===== config.mk =====
export PLATFORM = sky130hd
export DESIGN_NAME = act_mon
export DESIGN_NICKNAME = d
export VERILOG_FILES = /design/src/rtl/act_mon_pkg.sv /design/src/rtl/act_mon_tick.sv /design/src/rtl/act_mon_accum.sv /design/src/rtl/act_mon_streak.sv /design/src/rtl/act_mon.sv
export SDC_FILE = /design/constraint.sdc
export NUM_CORES = 1
export LEC_CHECK = 0
export BUFFER_PORTS_ARGS = -buffer_cell sky130_fd_sc_hd__buf_2
export CORE_AREA = 2 2 151 190
export DETAILED_ROUTE_END_ITERATION = 10
export DIE_AREA = 0 0 153 192
export GPL_ROUTABILITY_DRIVEN = 0
export PLACE_DENSITY = 0.67
export SLEW_MARGIN = 10
export SYNTH_ARGS = -nofsm -noshare
export SYNTH_HDL_FRONTEND = slang
export SYNTH_SLANG_ARGS = --single-unit
export TNS_END_PERCENT = 100

===== constraint.sdc =====
create_clock -name clk -period 14.45 [get_ports clk]
set_clock_uncertainty 0.1 [all_clocks]
set_input_delay 1.445 -clock clk [delete_from_list [all_inputs] [get_ports clk]]
set_output_delay 1.445 -clock clk [all_outputs]
set_load 0.1 [all_outputs]

===== src/rtl/act_mon_pkg.sv =====
package act_mon_pkg;
  localparam logic [5:0] OFS_CTRL   = 6'h00;
  localparam logic [5:0] OFS_HIMARK = 6'h04;
  localparam logic [5:0] OFS_LOMARK = 6'h08;
  localparam logic [5:0] OFS_COUNT  = 6'h18;
  localparam logic [5:0] OFS_STAT   = 6'h20;
  localparam logic [5:0] OFS_WEIGHT = 6'h24;
  localparam logic [5:0] OFS_SCTRL  = 6'h28;

  localparam int BIT_STAT_HI = 31;
  localparam int BIT_STAT_LO = 30;
  localparam int BIT_LONG    = 2;

  typedef struct packed {
    logic       en;
    logic [2:0] hi_n;
    logic [2:0] lo_n;
    logic       hi_arm;
    logic       lo_arm;
    logic       periodic;
    logic [7:0] period;
  } ctrl_t;

  function automatic ctrl_t ctrl_from_word(input logic [31:0] w);
    ctrl_t c;
    c.en       = w[31];
    c.hi_n     = w[28:26];
    c.lo_n     = w[23:21];
    c.hi_arm   = w[19];
    c.lo_arm   = w[18];
    c.periodic = w[13];
    c.period   = w[7:0];
    return c;
  endfunction

  function automatic logic [31:0] ctrl_to_word(input ctrl_t c);
    logic [31:0] w;
    w        = '0;
    w[31]    = c.en;
    w[28:26] = c.hi_n;
    w[23:21] = c.lo_n;
    w[19]    = c.hi_arm;
    w[18]    = c.lo_arm;
    w[13]    = c.periodic;
    w[7:0]   = c.period;
    return w;
  endfunction
endpackage


===== src/rtl/act_mon_tick.sv =====
module act_mon_tick #(
  parameter int PW         = 8,
  parameter int SHORT_LOG2 = 8,
  parameter int LONG_LOG2  = 16
) (
  input  logic          clk,
  input  logic          rst,
  input  logic          run,
  input  logic          long_sel,
  input  logic [PW-1:0] period,
  output logic          sample_end
);
  logic [LONG_LOG2-1:0] pre_q;
  logic [PW-1:0]        pc_q;
  logic                 tick_last;
  logic                 win_last;

  assign tick_last  = long_sel ? (&pre_q) : (&pre_q[SHORT_LOG2-1:0]);
  assign win_last   = (pc_q >= period - PW'(1));
  assign sample_end = run && tick_last && win_last;

  always_ff @(posedge clk) begin
    if (rst || !run) begin
      pre_q <= '0;
      pc_q  <= '0;
    end else begin
      pre_q <= tick_last ? '0 : pre_q + 1'b1;
      if (tick_last) pc_q <= win_last ? '0 : pc_q + 1'b1;
    end
  end
endmodule


===== src/rtl/act_mon_accum.sv =====
module act_mon_accum #(
  parameter int DW   = 32,
  parameter int FRAC = 8
) (
  input  logic          clk,
  input  logic          rst,
  input  logic          run,
  input  logic          act,
  input  logic [DW-1:0] weight,
  input  logic          sample_end,
  output logic [DW-1:0] new_count,
  output logic [DW-1:0] count_q
);
  localparam int ACW = DW + FRAC;

  logic [ACW-1:0] acc_q;
  logic [ACW:0]   sum;
  logic [ACW-1:0] acc_nx;

  assign sum       = {1'b0, acc_q} + (act ? (ACW+1)'(weight) : '0);
  assign acc_nx    = sum[ACW] ? '1 : sum[ACW-1:0];
  assign new_count = acc_nx[ACW-1:FRAC];

  always_ff @(posedge clk) begin
    if (rst) begin
      acc_q   <= '0;
      count_q <= '0;
    end else if (!run) begin
      acc_q <= '0;
    end else if (sample_end) begin
      acc_q   <= '0;
      count_q <= new_count;
    end else begin
      acc_q <= acc_nx;
    end
  end
endmodule


===== src/rtl/act_mon_streak.sv =====
module act_mon_streak #(
  parameter int DW    = 32,
  parameter int NW    = 3,
  parameter bit ABOVE = 1'b1
) (
  input  logic          clk,
  input  logic          rst,
  input  logic          armed,
  input  logic          sample_end,
  input  logic [DW-1:0] count,
  input  logic [DW-1:0] mark,
  input  logic [NW-1:0] need,
  output logic          fire,
  output logic [NW-1:0] streak_q
);
  logic hit;

  generate
    if (ABOVE) begin : g_above
      assign hit = count > mark;
    end else begin : g_below
      assign hit = count < mark;
    end
  endgenerate

  assign fire = armed && sample_end && hit && (streak_q >= need);

  always_ff @(posedge clk) begin
    if (rst || !armed) begin
      streak_q <= '0;
    end else if (sample_end) begin
      if (!hit || fire) streak_q <= '0;
      else              streak_q <= streak_q + 1'b1;
    end
  end
endmodule


===== src/rtl/act_mon.sv =====
module act_mon
  import act_mon_pkg::*;
#(
  parameter int DW         = 32,
  parameter int AW         = 6,
  parameter int FRAC       = 8,
  parameter int SHORT_LOG2 = 8,
  parameter int LONG_LOG2  = 16,
  parameter int NW         = 3,
  parameter int PW         = 8
) (
  input  logic          clk,
  input  logic          rst,
  input  logic          act_i,
  input  logic          reg_we,
  input  logic [AW-1:0] reg_addr,
  input  logic [DW-1:0] reg_wdata,
  output logic [DW-1:0] reg_rdata,
  output logic          irq_o
);
  localparam int NSIDE = 2;

  ctrl_t         ctrl_q, ctrl_nx;
  logic [DW-1:0] himark_q, lomark_q, weight_q, rdata_q;
  logic          long_q;
  logic [1:0]    status_q, status_nx, clr;
  logic          irq_q;
  logic          run, sample_end;
  logic [DW-1:0] new_count, count_q;
  logic [NSIDE-1:0] armed, fire;
  logic [NW-1:0] need   [NSIDE];
  logic [DW-1:0] mark   [NSIDE];
  logic [NW-1:0] streak [NSIDE];
  logic          wr_ctrl, wr_stat;

  assign wr_ctrl = reg_we && (reg_addr == AW'(OFS_CTRL));
  assign wr_stat = reg_we && (reg_addr == AW'(OFS_STAT));
  assign run     = ctrl_q.en && ctrl_q.periodic && (ctrl_q.period != '0);

  act_mon_tick #(.PW(PW), .SHORT_LOG2(SHORT_LOG2), .LONG_LOG2(LONG_LOG2)) u_tick (
    .clk(clk), .rst(rst), .run(run), .long_sel(long_q),
    .period(ctrl_q.period), .sample_end(sample_end)
  );

  act_mon_accum #(.DW(DW), .FRAC(FRAC)) u_acc (
    .clk(clk), .rst(rst), .run(run), .act(act_i), .weight(weight_q),
    .sample_end(sample_end), .new_count(new_count), .count_q(count_q)
  );

  assign armed   = {ctrl_q.hi_arm, ctrl_q.lo_arm};
  assign need[1] = ctrl_q.hi_n;
  assign need[0] = ctrl_q.lo_n;
  assign mark[1] = himark_q;
  assign mark[0] = lomark_q;

  generate
    for (genvar s = 0; s < NSIDE; s++) begin : g_side
      act_mon_streak #(.DW(DW), .NW(NW), .ABOVE(s == 1)) u_streak (
        .clk(clk), .rst(rst), .armed(armed[s] && run),
        .sample_end(sample_end), .count(new_count), .mark(mark[s]),
        .need(need[s]), .fire(fire[s]), .streak_q(streak[s])
      );
    end
  endgenerate

  always_comb begin
    ctrl_nx = wr_ctrl ? ctrl_from_word(32'(reg_wdata)) : ctrl_q;
    if (fire[1]) ctrl_nx.hi_arm = 1'b0;
    if (fire[0]) ctrl_nx.lo_arm = 1'b0;
    clr       = wr_stat ? {reg_wdata[BIT_STAT_HI], reg_wdata[BIT_STAT_LO]} : 2'b00;
    status_nx = (status_q & ~clr) | fire;
  end

  always_ff @(posedge clk) begin
    if (rst) begin
      ctrl_q   <= '0;
      himark_q <= '0;
      lomark_q <= '0;
      weight_q <= '0;
      long_q   <= 1'b0;
      status_q <= '0;
      irq_q    <= 1'b0;
    end else begin
      ctrl_q   <= ctrl_nx;
      status_q <= status_nx;
      irq_q    <= |status_nx;
      if (reg_we && reg_addr == AW'(OFS_HIMARK)) himark_q <= reg_wdata;
      if (reg_we && reg_addr == AW'(OFS_LOMARK)) lomark_q <= reg_wdata;
      if (reg_we && reg_addr == AW'(OFS_WEIGHT)) weight_q <= reg_wdata;
      if (reg_we && reg_addr == AW'(OFS_SCTRL))  long_q   <= reg_wdata[BIT_LONG];
    end
  end

  always_ff @(posedge clk) begin
    if (rst) begin
      rdata_q <= '0;
    end else begin
      rdata_q <= '0;
      case (reg_addr)
        AW'(OFS_CTRL):   rdata_q <= DW'(ctrl_to_word(ctrl_q));
        AW'(OFS_HIMARK): rdata_q <= himark_q;
        AW'(OFS_LOMARK): rdata_q <= lomark_q;
        AW'(OFS_COUNT):  rdata_q <= count_q;
        AW'(OFS_STAT):   rdata_q <= DW'({status_q, 30'b0});
        AW'(OFS_WEIGHT): rdata_q <= weight_q;
        AW'(OFS_SCTRL):  rdata_q <= DW'({long_q, 2'b00});
        default:         rdata_q <= '0;
      endcase
    end
  end

  assign reg_rdata = rdata_q;
  assign irq_o     = irq_q;
endmodule


==> results of run 1 <==
per-stage QoR:
stage | utilization, % | setup slack, ns
after detailed placement | 51.6 | 7.04
final | 54.9 | 7.49
after global routing | 54.9 | 7.08
after global placement | 51.6 | 7.21
after floorplan | - | 8.45
after CTS | 54.9 | 7.63
cells in the final DEF, fill, tap and decap left out, types with 4 or more instances in the layout:
master	instances
nand2_1	331
dfxtp_1	252
a21oi_1	185
nor2_1	154
ha_1	115
inv_1	103
buf_2	73
o21ai_0	66
and2_1	42
xor2_1	34
a222oi_1	32
xnor2_1	31
clkbuf_16	28
nand3_1	25
a21o_1	20
nand4_1	20
nor3_1	20
a211oi_2	18
nand2b_1	15
buf_4	15
a311oi_1	12
mux2_2	12
clkbuf_1	11
a211oi_1	10
o21ai_1	10
and3_1	10
nor2b_1	7
o21a_1	6
or2_2	6
a31oi_1	6
o211ai_1	5
nand3b_1	5
o21bai_1	4
and4_1	4
a21boi_1	4
area by class of cell:
type                       instances  area [um^2]
clock buffer                      42          783
clock inverter                     8          133
fill                            2648        12400
inverter                         105          394
multi-input combinational       1267         7830
sequential                       252         5040
tap                              350          438
timing repair buffer              88          478
flip-flops by register name (all words and copies together), names as in the netlist, 8 cells and up:
register / cells
u_acc.count_q: 32
reg_rdata: 32
lomark_q: 32
weight_q: 32
himark_q: 32
ctrl_q: 16
u_tick.pre_q: 16
u_acc.acc_q: 40
u_tick.pc_q: 8
report_power, final:
group	total [uW]	switching (uW)	internal, uW
Sequential	697	1.10	696
Clock	725	298	427
Combinational	44.6	32.8	11.7
kinds of logic after synthesis:
| group | share of synthesized area [%] |
|---|---|
| AND/OR/NAND/NOR | 21.5 |
| AO/OA/AOI/OAI | 19.5 |
| flip-flops | 36.9 |
| buffers and inverters | 5.98 |
| adder cells (fa/ha/maj) | 10.7 |
| XOR/XNOR | 4.17 |
| multiplexers | 1.14 |
final timing paths:
kind,start,cells past startpoint,endpoint,slack [ns]
min reg2reg,ctrl_q[16],2,ctrl_q[16],0.35
max,act_i,21,g_side[0].u_streak.streak_q[2],7.49
min,ctrl_q[16],2,ctrl_q[16],0.35
max reg2reg,weight_q[0],20,g_side[0].u_streak.streak_q[2],8.38
layer usage:
layer	vias up	GRT usage, %	routed length, um
met5	-	0	0
met4	0	10.2	1470
met3	97	4.06	3000
met2	458	45.6	18700
met1	5768	34.8	17000
li1	5969	-	-
critical path, delay by kind of cell:
| kind | cells | cell delay [ns] |
|---|---|---|
| AO/OA/AOI/OAI | 8 | 2.51 |
| adder cells (fa/ha/maj) | 3 | 0.97 |
| buffers and inverters | 2 | 0.74 |
| AND/OR/NAND/NOR | 8 | 1.66 |
==> out/qor.txt, run 1 <==
global-route wire length before repair - 63300 um
crit share post-route - 48.2%
max_slew headroom - 19.3%
Post-synth EDFFs - 0
Placed Instances - 2062
post-CTS sizing - 0
vias in the first global route - 11800
worst path cell trace - buf_2 -> and2_1 -> ha_1 -> fa_1 -> a211oi_1 -> o211ai_1 -> and4b_1 -> or2_1 -> a41oi_2 -> a211o_1 -> buf_4 -> nand2_1 -> ha_1 -> a21oi_1 -> nand2_1 -> a2111oi_0 -> a32oi_1 -> nor3_1 -> and3b_1 -> nand4b_1 -> a31oi_1
Gate Count Post-Synth - 1722
H-tree lvl count - 1
post-route cell area - 15100 um^2
Die Area - 29400 um^2
max_cap viols - 0
hold slack - 0.354 ns
Slowest cell on crit path - a211o_1
drt first pass iters - 7
Num CTS Buffers - 28
Area Overhead vs Synth - 10.6%
Sink Count - 252
Power Density - 97.1 nW/um^2
ant diodes - 0
top cells by count, synth - nand2_1, dfxtp_1, a21oi_1
Clk Latency, worst-skew pair - 0.58 ns
Worst Path Required - 14.84 ns
Worst VDD drop - 0.0915 mV
# setup viols final - 0
Initial Utilization - 49.7%
TritonCTS clock tree - built
Avg Cell Area, Syn - 7.93 um^2
Netlist cell types - 75
vias after detailed routing - 12300
row count - 68
largest net degree at the start of global routing - 90
Synth area leader - dfxtp_1
Die X - 153 um
CTS Buffer Depth - 3
CP startpoint kind - input port
most common cell in the synthesized netlist - nand2_1
FFs w/ async S/R, synth - 0%
GR Util All Layers - 26.9%
grt total ovfl - 0
Setup TNS - 0 ns
Yosys top cell area share - 36.9%
Cell Count, Final, Fillers Out - 2112
Total Power - 1470 uW
Slew @ Worst Pin - 1.21 ns
DRC viols - 0
Post-DP Area - 14200 um^2
Max stage delay on crit path - 0.60 ns
Seq/Total Area, Yosys - 36.9%
area of the core - 27500 um^2
Synthesis Warnings - 0
# hold bufs at CTS - 0
Synth Cell Area - 13700 um^2
status - finished, final reports clean
# IOs - 75
DRT Wirelength - 40200 um
initial antenna violation count - 0
final hold violations - 0
fin nets - 1900
FMAX - 0.144 GHz
Clk Tree Root Cell - clkbuf_16
layout cells sized above 1 - 10.3%
Min Clock Period, post-route - 6.96 ns
Critical Path End Type - flop
top cells by area, synth - dfxtp_1, ha_1, nand2_1, a21oi_1, nor2_1
Worst-path clk slew - 0.06 ns
crit-path max FO - 37
critical path type - in -> reg
Post-DP HPWL - 28500 um
initial DRC count - 1185
critical path arrival - 7.35 ns
Pins Over Slew Limit - 0
Mapped Nets - 1880
Avg Vias per Cell - 5.82
flops & latches, synth - 252
Main synth FF type - dfxtp_1
# port buffers - 74
setup bufs post-CTS - 0
Worst Hold Class - reg -> reg
die height - 192 um
RSZ-0062 raised after global routing - false
drt wl/cell - 19.0 um
Static Leak - 0.00587 uW
number of routed nets with antenna violations - 0
Power figures use the tool's default switching activity.
==> inputs of run 2 (changes only) <==
clock period = 6.89 ns   (was 14.45 ns; I/O delays follow)
==> run 2 against run 1 <==
Compared with the run above: final area barely moved; clock power rose by 100%; highest routed layer unchanged; critical path type unchanged; combinational power increased by 110%; utilization about the same; global-route usage grew 0.67 points; first-iteration DRC count shrank 14%; die area unchanged; largest cell class unchanged; critical path depth increased by 2; sequential power is 110% higher; register-to-register slack worse by 7.0 ns.
==> out/qor.txt, run 2 (synthesized netlist as in run 1, its figures left out) <==
status - finished, final reports clean
CP startpoint kind - input port
Post-DP Area - 14200 um^2
crit share post-route - 79.8%
Die X - 153 um
layout cells sized above 1 - 10.7%
die height - 192 um
Clk Latency, worst-skew pair - 0.56 ns
# port buffers - 74
max_slew headroom - 17.2%
Sink Count - 252
number of flip-flops in the largest register - 40
Setup TNS - 0 ns
area of the core - 27500 um^2
# setup viols final - 0
drt first pass iters - 6
crit-path max FO - 17
Worst-path clk slew - 0.06 ns
Biggest register - u_acc.acc_q
Worst Hold Class - in -> reg
# hold bufs at CTS - 0
Pins Over Slew Limit - 0
Avg Vias per Cell - 5.83
vias after detailed routing - 12300
critical path type - in -> reg
initial antenna violation count - 1
Worst Path Required - 7.26 ns
global-route wire length before repair - 64600 um
critical path arrival - 5.87 ns
fin nets - 1902
drt wl/cell - 19.4 um
grt total ovfl - 0
FMAX - 0.182 GHz
RSZ-0062 raised after global routing - false
final hold violations - 0
fill count - 2567
most frequent cells in the layout - nand2_1, dfxtp_1, a21oi_1
CTS Buffer Depth - 3
initial DRC count - 1014
Initial Utilization - 49.7%
max_cap viols - 0
Power Density - 200 nW/um^2
Min Clock Period, post-route - 5.50 ns
Die Area - 29400 um^2
Area Overhead vs Synth - 10.6%
vias in the first global route - 12000
TritonCTS clock tree - built
row count - 68
Static Leak - 0.00589 uW
post-route cell area - 15100 um^2
GR Util All Layers - 27.6%
Cell Count, Final, Fillers Out - 2111
DRC viols - 0
DRT Wirelength - 41000 um
number of routed nets with antenna violations - 0
Critical Path End Type - flop
post-CTS sizing - 0
# IOs - 75
Clk Tree Root Cell - clkbuf_16
Placed Instances - 2065
setup bufs post-CTS - 0
Slew @ Worst Pin - 1.24 ns
commonest non-fill, non-tap cell in the layout - nand2_1
Worst VDD drop - 0.174 mV
largest net degree at the start of global routing - 80
flop2flop setup slack - 1.41 ns
Num CTS Buffers - 27
H-tree lvl count - 1
Post-DP HPWL - 28800 um
## run 2: cell count changes in the layout (fill, tap and decap cells not counted), moves of 2 or more
cell	before	now
clkbuf_1	11	3
clkinv_2	2	4
buf_4	15	17
clkbuf_8	3	7
## run 2: stage by stage
step                      setup slack (ns)  utilization [%]  hold slack, ns  power (uW)
after global placement                1.06             51.7           0.342        1590
after global routing                 0.995             54.9           0.300        3110
after detailed placement             0.926             51.7           0.347        1590
final                                 1.39             55.0           0.293        3020
after CTS                             1.46             54.9           0.277        3040
after floorplan                       1.65                -           0.326        1540
## run 2: worst max-delay path, stage by stage
cell and delay, ns:
buf_2 0.18, and2_1 0.18, ha_1 0.22, fa_1 0.43
a211oi_1 0.30, o211ai_1 0.18, and4b_1 0.29, or2_1 0.28
a41oi_2 0.36, a211o_1 0.27, buf_4 0.25, and2_1 0.23
inv_2 0.05, ha_1 0.28, a211oi_1 0.26, o221ai_1 0.16
a21o_1 0.19, a21oi_1 0.22, nor2_1 0.07, nor3_1 0.18
and3b_1 0.29, nand3_1 0.11, a21oi_1 0.20
## run 2: cell type report
class / count / area (um^2) / area share, %
well taps: 350 / 438 / 2.90
multi-input cells: 1267 / 7830 / 51.8
inverters: 105 / 394 / 2.61
diodes: 1 / 2.50 / 0.0166
repair buffers: 91 / 513 / 3.40
clock buffers: 37 / 783 / 5.19
flip-flops and latches: 252 / 5040 / 33.4
clock inverters: 8 / 96.3 / 0.638
## run 2: path summary, 6_finish.rpt
kind | from | depth (start not counted) | end
setup / recovery | act_i | 23 | g_side[0].u_streak.streak_q[1]
hold / removal | reg_wdata[14] | 3 | himark_q[14]
setup reg to reg | weight_q[0] | 22 | g_side[0].u_streak.streak_q[1]
hold reg to reg | himark_q[10] | 2 | himark_q[10]
## run 2: power breakdown
part           internal [uW]  total, uW  switching (uW)
logic                   25.0       94.1            69.2
clock network            861       1460             603
registers               1460       1460            2.35
## run 2: metal layers
layer | vias to the layer above | global-route usage, % | wire (um)
li1 | 5950 | - | -
met1 | 5791 | 35.4 | 17300
met2 | 478 | 46.1 | 19100
met3 | 94 | 5.17 | 3220
met4 | 0 | 10.8 | 1440
met5 | - | 0 | 0
